--- src/rtl/pci_arb_pkg.sv ---
package pci_arb_pkg;

  localparam int unsigned CFG_W        = 16;
  localparam int unsigned CFG_PARK_LSB = 13;
  localparam int unsigned CFG_WD_DIS   = 12;
  localparam int unsigned CFG_LOCK_EN  = 11;

  typedef enum logic [1:0] {
    PARK_LAST     = 2'b00,
    PARK_AGENT0   = 2'b01,
    PARK_HOST     = 2'b10,
    PARK_LAST_ALT = 2'b11
  } park_mode_e;

  typedef struct packed {
    park_mode_e park;
    logic       wd_en;
    logic       lock_hold;
  } arb_cfg_t;

  function automatic arb_cfg_t decode_cfg(input logic [CFG_W-1:0] raw);
    arb_cfg_t c;
    c.park      = park_mode_e'(raw[CFG_PARK_LSB +: 2]);
    c.wd_en     = ~raw[CFG_WD_DIS];
    c.lock_hold = raw[CFG_LOCK_EN];
    return c;
  endfunction

endpackage

--- src/rtl/pci_arb_rr_pick.sv ---
module pci_arb_rr_pick #(
  parameter int unsigned NAG = 5,
  localparam int unsigned IW = $clog2(NAG)
) (
  input  logic [NAG-1:0] elig_i,
  input  logic [IW-1:0]  base_i,
  output logic           found_o,
  output logic [IW-1:0]  pick_o
);

  always_comb begin
    int c;
    found_o = 1'b0;
    pick_o  = base_i;
    for (int k = 1; k <= int'(NAG); k++) begin
      c = (int'(base_i) + k) % int'(NAG);
      if (!found_o && elig_i[c]) begin
        found_o = 1'b1;
        pick_o  = IW'(c);
      end
    end
  end

endmodule

--- src/rtl/pci_arb_watchdog.sv ---
module pci_arb_watchdog #(
  parameter int unsigned NAG   = 5,
  parameter int unsigned HOST  = 4,
  parameter int unsigned LIMIT = 16,
  localparam int unsigned CW   = $clog2(LIMIT + 1)
) (
  input  logic           clk_i,
  input  logic           rst_ni,
  input  logic           wd_en_i,
  input  logic           bus_idle_i,
  input  logic [NAG-1:0] gnt_oh_i,
  input  logic [NAG-1:0] req_n_i,
  output logic [NAG-1:0] shun_o
);

  logic [CW-1:0]  cnt_q;
  logic [NAG-1:0] watch_mask;
  logic           armed;
  logic           trip;

  always_comb begin
    watch_mask       = '1;
    watch_mask[HOST] = 1'b0;
  end

  // a granted, requesting, non-host agent sitting on an idle bus
  assign armed = wd_en_i && bus_idle_i &&
                 |(gnt_oh_i & ~req_n_i & ~shun_o & watch_mask);
  assign trip  = armed && (cnt_q == CW'(LIMIT - 1));

  always_ff @(posedge clk_i) begin
    if (!rst_ni)      cnt_q <= '0;
    else if (!armed)  cnt_q <= '0;
    else if (trip)    cnt_q <= '0;
    else              cnt_q <= cnt_q + 1'b1;
  end

  for (genvar i = 0; i < int'(NAG); i++) begin : g_shun
    if (i == int'(HOST)) begin : g_host
      assign shun_o[i] = 1'b0;
    end else begin : g_ext
      logic shun_q;
      always_ff @(posedge clk_i) begin
        if (!rst_ni)                 shun_q <= 1'b0;
        else if (req_n_i[i])         shun_q <= 1'b0;
        else if (trip && gnt_oh_i[i]) shun_q <= 1'b1;
      end
      assign shun_o[i] = shun_q;
    end
  end

endmodule

--- src/rtl/pci_park_arbiter.sv ---
module pci_park_arbiter
  import pci_arb_pkg::*;
#(
  parameter int unsigned NUM_EXT  = 4,
  parameter int unsigned WD_LIMIT = 16,
  localparam int unsigned NAG     = NUM_EXT + 1,
  localparam int unsigned IW      = $clog2(NAG),
  localparam int unsigned HOST    = NUM_EXT
) (
  input  logic             clk_i,
  input  logic             rst_ni,
  input  logic [NAG-1:0]   req_n_i,
  input  logic             frame_n_i,
  input  logic             irdy_n_i,
  input  logic             lock_n_i,
  input  logic [CFG_W-1:0] arb_cfg_i,
  output logic [NAG-1:0]   gnt_n_o,
  output logic [NAG-1:0]   lockout_o
);

  arb_cfg_t       cfg;
  logic           gnt_vld_q, gnt_vld_d;
  logic [IW-1:0]  gnt_idx_q, gnt_idx_d;
  logic [IW-1:0]  last_q;
  logic           frame_q;
  logic [NAG-1:0] gnt_oh;
  logic [NAG-1:0] shun;
  logic [NAG-1:0] elig;
  logic           bus_idle, arb_ok, txn_start, lock_keep;
  logic           rr_found;
  logic [IW-1:0]  rr_pick;
  logic [IW-1:0]  park_sel, park_tgt, target;
  logic           unused_cfg;

  assign cfg        = decode_cfg(arb_cfg_i);
  assign unused_cfg = ^{arb_cfg_i[CFG_W-1], arb_cfg_i[CFG_LOCK_EN-1:0]};

  assign bus_idle  = frame_n_i && irdy_n_i;
  assign arb_ok    = frame_n_i;              // idle, or final data phase
  assign txn_start = !frame_n_i && frame_q;
  assign lock_keep = cfg.lock_hold && !lock_n_i;
  assign gnt_oh    = gnt_vld_q ? (NAG'(1) << gnt_idx_q) : '0;
  assign elig      = ~req_n_i & ~shun;

  pci_arb_rr_pick #(.NAG(NAG)) u_pick (
    .elig_i  (elig),
    .base_i  (last_q),
    .found_o (rr_found),
    .pick_o  (rr_pick)
  );

  pci_arb_watchdog #(.NAG(NAG), .HOST(HOST), .LIMIT(WD_LIMIT)) u_wd (
    .clk_i      (clk_i),
    .rst_ni     (rst_ni),
    .wd_en_i    (cfg.wd_en),
    .bus_idle_i (bus_idle),
    .gnt_oh_i   (gnt_oh),
    .req_n_i    (req_n_i),
    .shun_o     (shun)
  );

  // parking choice
  always_comb begin
    unique case (cfg.park)
      PARK_HOST:   park_sel = bus_idle ? IW'(HOST) : last_q;
      PARK_AGENT0: park_sel = bus_idle ? '0 : last_q;
      default:     park_sel = last_q;
    endcase
    park_tgt = |(shun & (NAG'(1) << park_sel)) ? IW'(HOST) : park_sel;
  end

  always_comb begin
    if (lock_keep)     target = last_q;
    else if (rr_found) target = rr_pick;
    else               target = park_tgt;
  end

  // grant update with a one-clock gap on every handover
  always_comb begin
    gnt_vld_d = gnt_vld_q;
    gnt_idx_d = gnt_idx_q;
    if (arb_ok) begin
      if (gnt_vld_q && (gnt_idx_q != target)) begin
        gnt_vld_d = 1'b0;
      end else begin
        gnt_vld_d = 1'b1;
        gnt_idx_d = target;
      end
    end
  end

  always_ff @(posedge clk_i) begin
    if (!rst_ni) begin
      gnt_vld_q <= 1'b0;
      gnt_idx_q <= IW'(HOST);
      last_q    <= IW'(HOST);
      frame_q   <= 1'b1;
    end else begin
      gnt_vld_q <= gnt_vld_d;
      gnt_idx_q <= gnt_idx_d;
      frame_q   <= frame_n_i;
      if (txn_start && gnt_vld_q) last_q <= gnt_idx_q;
    end
  end

  assign gnt_n_o   = ~gnt_oh;
  assign lockout_o = shun;

endmodule

--- config.mk ---
export PLATFORM = sky130hd
export DESIGN_NAME = pci_park_arbiter
export DESIGN_NICKNAME = d
export VERILOG_FILES = /design/src/rtl/pci_arb_pkg.sv /design/src/rtl/pci_arb_rr_pick.sv /design/src/rtl/pci_arb_watchdog.sv /design/src/rtl/pci_park_arbiter.sv
export SDC_FILE = /design/constraint.sdc
export NUM_CORES = 1
export LEC_CHECK = 0
export ABC_AREA = 1
export BUFFER_PORTS_ARGS = -buffer_cell sky130_fd_sc_hd__clkbuf_2
export CORE_UTILIZATION = 55
export DETAILED_ROUTE_END_ITERATION = 6
export PLACE_DENSITY = 0.78
export SLEW_MARGIN = 20
export SYNTH_ARGS = -nofsm -noshare
export SYNTH_HDL_FRONTEND = slang
export SYNTH_SLANG_ARGS = --single-unit
--- constraint.sdc ---
create_clock -name clk_i -period 9.6 [get_ports clk_i]
set_clock_uncertainty 0.1 [all_clocks]
set_input_delay 0.96 -clock clk_i [delete_from_list [all_inputs] [get_ports clk_i]]
set_output_delay 0.96 -clock clk_i [all_outputs]
set_load 0.01 [all_outputs]
# After elaboration in Yosys (flattened, before gate mapping)
# Index checks and enable logic that the tools add are counted.
[classes] n_lt_le_gt_ge=5 n_mux=33 bitwise_logic=11 add_sub_neg=6 n_eq_ne=4 n_div=5 shifts=2 n_reduce_logical=30
[op_table] op="$lt A32 B5 Y1 const B" count=5
[op_table] op="$mod A32 B4 Y32 const B" count=5
[op_table] op="$mux W3" count=10
[op_table] op="$logic_and A1 B1 Y1" count=16
[op_table] op="$mux W1" count=16
[op_table] op="$bmux W1 S3" count=5
[op_table] op="$not A5 Y5" count=2
[op_table] op="$shl A1 B3 Y5 const A" count=2
[op_table] op="$add A3 B2 Y4 const B" count=2
[op_table] op="$add A3 B3 Y4 const B" count=2
[op_table] op="$and A4 B4 Y4" count=2
[op_table] op="$reduce_or A2 Y1" count=4
[op_table] op="$logic_not A1 Y1" count=6
[op_table] op="$pmux W3 S2" count=1
[op_table] op="$add A5 B1 Y5 const B" count=1
[op_table] op="$and A4 B5 Y5" count=1
[op_table] op="$and A5 B5 Y5" count=1
[op_table] op="$eq A5 B4 Y1 const B" count=1
[op_table] op="$mux W5" count=1
[op_table] op="$not A4 Y5" count=1
[op_table] op="$reduce_or A5 Y1" count=1
[op_table] op="$add A3 B1 Y4 const B" count=1
[op_table] op="$not A1 Y1" count=4
[op_table] op="$reduce_or A4 Y1" count=1
[op_table] op="other kinds (5)" count=5
[totals] register_bits=17 out_inout_bits=10

# Longest topological paths before layout
[depth] depth_word=24 depth_mapped=37

# By module
# From an unflattened synthesis, not the netlist that was laid out.
[unflattened] cells_unflattened=468 area_unflattened_um2=2716.4
[modules_own_cells] mod="pci_arb_rr_pick" area_each_um2=1566.5 instances=1 cells_per_inst=283 seq_area_each_um2=0.0
[modules_own_cells] mod="pci_park_arbiter" area_each_um2=676.9 instances=1 cells_per_inst=123 seq_area_each_um2=160.2
[modules_own_cells] mod="pci_arb_watchdog" area_each_um2=473.0 instances=1 cells_per_inst=62 seq_area_each_um2=180.2

# Worst setup path after synthesis
# OpenSTA, ideal clock, no wires.
[synth_path] path_type="reg-to-reg" from="register last_q[0]" to="register gnt_idx_q[0]" path_stages_with_launch=35 setup_slack_ns=5.507 t_required_ns=9.387 t_arrival_ns=3.881 setup_ns=0.113 path_buffers=2 synth_period_minus_slack_ns=4.093 cell_sequence="dfxtp_1 > buf_4 > inv_1 > buf_2 > ha_1 > ha_1 > nor2_1 > nand3_2 > nand2_1 > xor2_1 > ha_1 > inv_1 > or2_2 > nand3_1 > nand2_2 > nand2_1 > nand3_1 > nand3_1 > nand3_1 > nand2_1 > nand2_1 > nor2_2 > nand3_1 > nand2_1 > inv_1 > nand2_1 > nand2_1 > nand2_1 > nand2_1 > nand3_2 > nand2_2 > nand2_4 > nand2_1 > nand2_1 > nor2_1"
[synth_via] elab_chain_cells=24
[synth_rtl] item="start, declared" line_no="pci_park_arbiter.sv:24" text="logic [IW-1:0] last_q;"
[synth_rtl] item="start signal, assigned" line_no="pci_park_arbiter.sv:96" text="last_q <= IW'(HOST);"
[synth_rtl] item="start signal, assigned" line_no="pci_park_arbiter.sv:102" text="if (txn_start && gnt_vld_q) last_q <= gnt_idx_q;"
[synth_rtl] item="$add A3 B1 Y4" line_no="pci_arb_rr_pick.sv:16" text="c = (int'(base_i) + k) % int'(NAG);"
[synth_rtl] item="$mod A32 B4 Y32" line_no="pci_arb_rr_pick.sv:16"
[synth_rtl] item="$bmux W1 S3" line_no="pci_arb_rr_pick.sv:17" text="if (!found_o && elig_i[c]) begin"
[synth_rtl] item="$mux W1 (implied by the code) (2 in a row)" line_no="pci_arb_rr_pick.sv:17"
[synth_rtl] item="$mux W1" line_no="pci_arb_rr_pick.sv:17"
[synth_rtl] item="$logic_not A1 Y1" line_no="pci_arb_rr_pick.sv:17"
[synth_rtl] item="$logic_and A1 B1 Y1" line_no="pci_arb_rr_pick.sv:17"
[synth_rtl] item="$mux W1" line_no="pci_arb_rr_pick.sv:17"
[synth_rtl] item="(+7 left out)"
[synth_rtl] item="$logic_and A1 B1 Y1" line_no="pci_arb_rr_pick.sv:17"
[synth_rtl] item="$mux W3 or $mux W1 (tied branches)" line_no="pci_arb_rr_pick.sv:17"
[synth_rtl] item="$mux W3" line_no="pci_park_arbiter.sv:74" text="else if (rr_found) target = rr_pick;"
[synth_rtl] item="$mux W3 *" line_no="pci_park_arbiter.sv:73" text="if (lock_keep) target = last_q;"
[synth_rtl] item="$ne A3 B3 Y1" line_no="pci_park_arbiter.sv:83" text="if (gnt_vld_q && (gnt_idx_q != target)) begin"
[synth_rtl] item="$logic_and A1 B1 Y1" line_no="pci_park_arbiter.sv:83"
[synth_rtl] item="$not A1 Y1 (no source line)"
[synth_rtl] item="$reduce_and A2 Y1 (no source line)"
[synth_rtl] item="end signal, assigned" line_no="pci_park_arbiter.sv:95" text="gnt_idx_q <= IW'(HOST);"
[synth_rtl] item="end signal, assigned" line_no="pci_park_arbiter.sv:100" text="gnt_idx_q <= gnt_idx_d;"
[synth_rtl] item="end, declared" line_no="pci_park_arbiter.sv:23" text="logic [IW-1:0] gnt_idx_q, gnt_idx_d;"
# Every way passes the cells marked *; elsewhere a longest branch is shown, timed or not. The select of a mux whose other input is x is not followed.
# A chain may end at the register's enable or synchronous reset.

# Final worst setup path
# Same ends and word-level chain as after synthesis.

==> metrics.md <==
| Metric | Value |
|---|---|
| Pre-CTS setup slack | `about 4.2 ns` |
| Cts repair resizes | `0` |
| Synthesized instance count | `457` |
| Grt total ovfl | `0` |
| ANT cells | `0` |
| Slew Limit Fails | `0` |
| Final Core Density | `60.3%` |
| First-pass GRT wire length | `10,600 um` |
| VDD IR max | `0.135 mV` |
| I/O pin count | `36` |
| Detailed Route Iter0 Violations | `160` |
| Die Ht | `72.0 um` |
| HP Class | `reg -> reg` |
| Syn. warnings | `0` |
| Root Buffer | `clkbuf_8` |
| Die footprint | `0.00518 mm^2` |
| Worst skew pair latency | `around 0.25 ns` |
| Seq pwr share | `21.1%` |
| Worst-path fanout max | `20` |
| CP peak stage delay | `roughly 0.82 ns` |
| Arr. time, crit path | `5.51 ns` |
| Overall power | `0.394 mW` |
| Max Fclk | `about 180 MHz` |
| Outcome | `complete, no violations` |
| Tmin final | `5.46 ns` |
| Via count | `between 2,000 and 3,000` |
| First drt pass iteration count | `4` |
| Sink Count | `17` |
| Storage element area | `340 um^2` |
| Cell Rows | `25` |
| Initial antenna violation count | `0` |
| CTS tree | `yes` |
| Unrepaired setup endpoints after global routing | `false` |
| Worst path most repeated cell | `nand2_1` |
| Final wirelength | `6190 um` |
| IO buf count | `22` |
| DRC viols | `0` |
| Post-Syn Area | `roughly 0.0027 mm^2` |
| Yosys reg bits | `17` |
| Clk pin slew, worst setup/hold paths | `roughly 0.070 ns` |
| Setup TNS | `0 ns` |
| Largest net degree at the start of global routing | `21` |
| Worst Setup Start Kind | `register` |
| Switching share of total power | `51.3%` |
| DP HPWL | `5030 um` |
| Worst slew pin tran | `0.777 ns` |
| Fillers | `456` |
| GRT Util Overall | `25.1%` |
| Via density | `between 5 and 6` |
| Syn_area_per_cell | `5.89 um^2` |
| Slew HR | `48.1%` |
| Setup WS post-layout | `around 4.1 ns` |
| Post-route ant nets | `0` |
| Pwr dens | `138 mW/mm^2` |
| Routed len/inst | `11.5 um` |
| Syn-to-layout area delta | `5.81%` |
| Post-CTS setup buffer count | `0` |
| Max Cap Viol | `0` |
| GP Congestion | `0.898` |
| Gate power share | `65.0%` |
| Sequential area share after synthesis | `12.6%` |
| H-tree levels | `1` |
| Syn Nets | `511` |
| Worst Setup Path Type | `reg -> reg` |
| Share of post-route cells with drive strength above 1 | `15.7%` |
| Area of the core | `~0.0047 mm^2` |
| Initial core utilization | `57.0%` |
| Slowest stage cell, crit path | `dfxtp_1` |
| Final setup fails | `0` |
| Max clock buf depth | `2` |
| Clk pwr share | `~14%` |
| Final Cycle Share | `56.8%` |
| Die X | `72.0 um` |
| Count of cell types in the netlist | `42` |
| Num CTS Buffers | `3` |
| Worst Path Required | `9.65 ns` |
| Multi-input logic area | `around 0.0020 mm^2` |
| P_leak | `1.53 nW` |
| Net load switching power | `0.202 mW` |
| Worst setup EP type | `register` |
| Internal cell power | `0.192 mW` |
| Hold-fix buffers, CTS | `0` |
| Endpoints failing hold | `0` |
| Number of global-route vias before repair | `~2,500` |
| Final nets | `525` |
==> routing by layer <==
layer  global-route usage (%)  vias up  share of wire [%]
met4                     4.36        0               0.16
met5                        0        -                  0
met1                     34.6     1285                 48
li1                         -     1492                  -
met2                     43.1       49                 48
met3                     2.36        2                3.9
==> cells in the mapped netlist (all sizes together) <==
master | instances | area, um^2
nand4 | 11 | 68.8
nand2b | 1 | 6.26
a22oi | 1 | 7.51
nand3b | 5 | 45.0
xor2 | 4 | 35.0
ha | 28 | 350
buf | 11 | 78.8
o21bai | 2 | 15.0
inv | 67 | 257
o2bb2ai | 1 | 8.76
dfxtp | 17 | 340
clkbuf | 2 | 7.51
nor2 | 36 | 138
nor4 | 1 | 6.26
o22ai | 2 | 12.5
xnor2 | 1 | 8.76
nor3b | 1 | 7.51
a21boi | 1 | 7.51
nor3 | 1 | 5.00
nor2b | 1 | 6.26
or2 | 2 | 12.5
clkinv | 1 | 3.75
nand3 | 73 | 418
conb | 1 | 3.75
a21oi | 8 | 43.8
a211oi | 1 | 7.51
nand2 | 153 | 662
o211ai | 1 | 7.51
o21ai | 23 | 123
==> cell families (layout without fill, tap and decap cells) <==
group	after synthesis	count (layout)	share of synthesized area, %
AOI/OAI and AO/OA	40	40	8.64
xor gates and xnor gates	5	5	1.63
adders and majority gates	28	28	13.0
buffers and inverters	81	94	12.9
DFF	17	17	12.6
other	1	1	0.139
and+or+nand+nor	285	285	51.1
==> cell usage in the layout, fill, tap and decap left out, drive strengths merged, types with 2 or more instances in the layout <==
| cell | netlist | routed |
|---|---|---|
| clkbuf | 2 | 25 |
| nand4 | 11 | 11 |
| o22ai | 2 | 2 |
| nor2 | 36 | 36 |
| nand3b | 5 | 5 |
| o21bai | 2 | 2 |
| o21ai | 23 | 23 |
| xor2 | 4 | 4 |
| ha | 28 | 28 |
| a21oi | 8 | 8 |
| inv | 67 | 67 |
| dfxtp | 17 | 17 |
| nand3 | 73 | 73 |
| nand2 | 153 | 153 |
| or2 | 2 | 2 |
==> stage by stage <==
stage | cell area (um^2) | instances | hold WS [ns]
after floorplan | 2690 | 457 | 0.318
after global placement | 2800 | 533 | 0.333
after detailed placement | 2800 | 533 | 0.345
after CTS | 2850 | 537 | 0.356
after global routing | 2850 | 537 | 0.367
final | 2850 | 537 | 0.351
==> path summary, 6_finish.rpt <==
check | depth (start not counted) | slack [ns] | from | endpoint
max | 30 | 4.14 | last_q[0]$_SDFFE_PN0P_ | gnt_idx_q[0]$_SDFFE_PN0P_
max reg2reg | 30 | 4.14 | last_q[0]$_SDFFE_PN0P_ | gnt_idx_q[0]$_SDFFE_PN0P_
min reg2reg | 1 | 0.35 | u_wd.cnt_q[0]$_SDFF_PP0_ | u_wd.cnt_q[0]$_SDFF_PP0_
min | 1 | 0.35 | u_wd.cnt_q[0]$_SDFF_PP0_ | u_wd.cnt_q[0]$_SDFF_PP0_
==> critical path: cells and delay by family (launching register included) <==
kind / cells / cell delay [ns]
adders and majority gates: 3 / 1.07
and+or+nand+nor: 22 / 2.26
DFF: 1 / 0.82
buffers and inverters: 3 / 0.62
xor gates and xnor gates: 1 / 0.30
AOI/OAI and AO/OA: 1 / 0.19
==> area by class of cell <==
class                      instances  share of cell area, %
tap                               67                   2.94
clock inverter                     1                  0.264
clock buffer                       3                   1.45
sequential                        17                   11.9
multi-input combinational        359                   70.4
inverter                          68                   9.13
timing repair buffer              22                   3.86
==> power by group through the flow <==
| stage | sequential, mW | clock [mW] | combinational [mW] |
|---|---|---|---|
| after floorplan | 0.0802 | 0 | 0.212 |
| after global placement | 0.0842 | 0 | 0.246 |
| after detailed placement | 0.0844 | 0 | 0.253 |
| after CTS | 0.0828 | 0.0567 | 0.253 |
| after global routing | 0.0836 | 0.0592 | 0.297 |
| final | 0.0831 | 0.0549 | 0.256 |
==> registers in the layout (all words and copies together) (netlist names) <==
register                  cells
u_wd.g_shun.g_ext.shun_q      4
gnt_vld_q                     1
frame_q                       1
u_wd.cnt_q                    5
last_q                        3
gnt_idx_q                     3
Note: power is estimated with default switching activity, not from simulation.
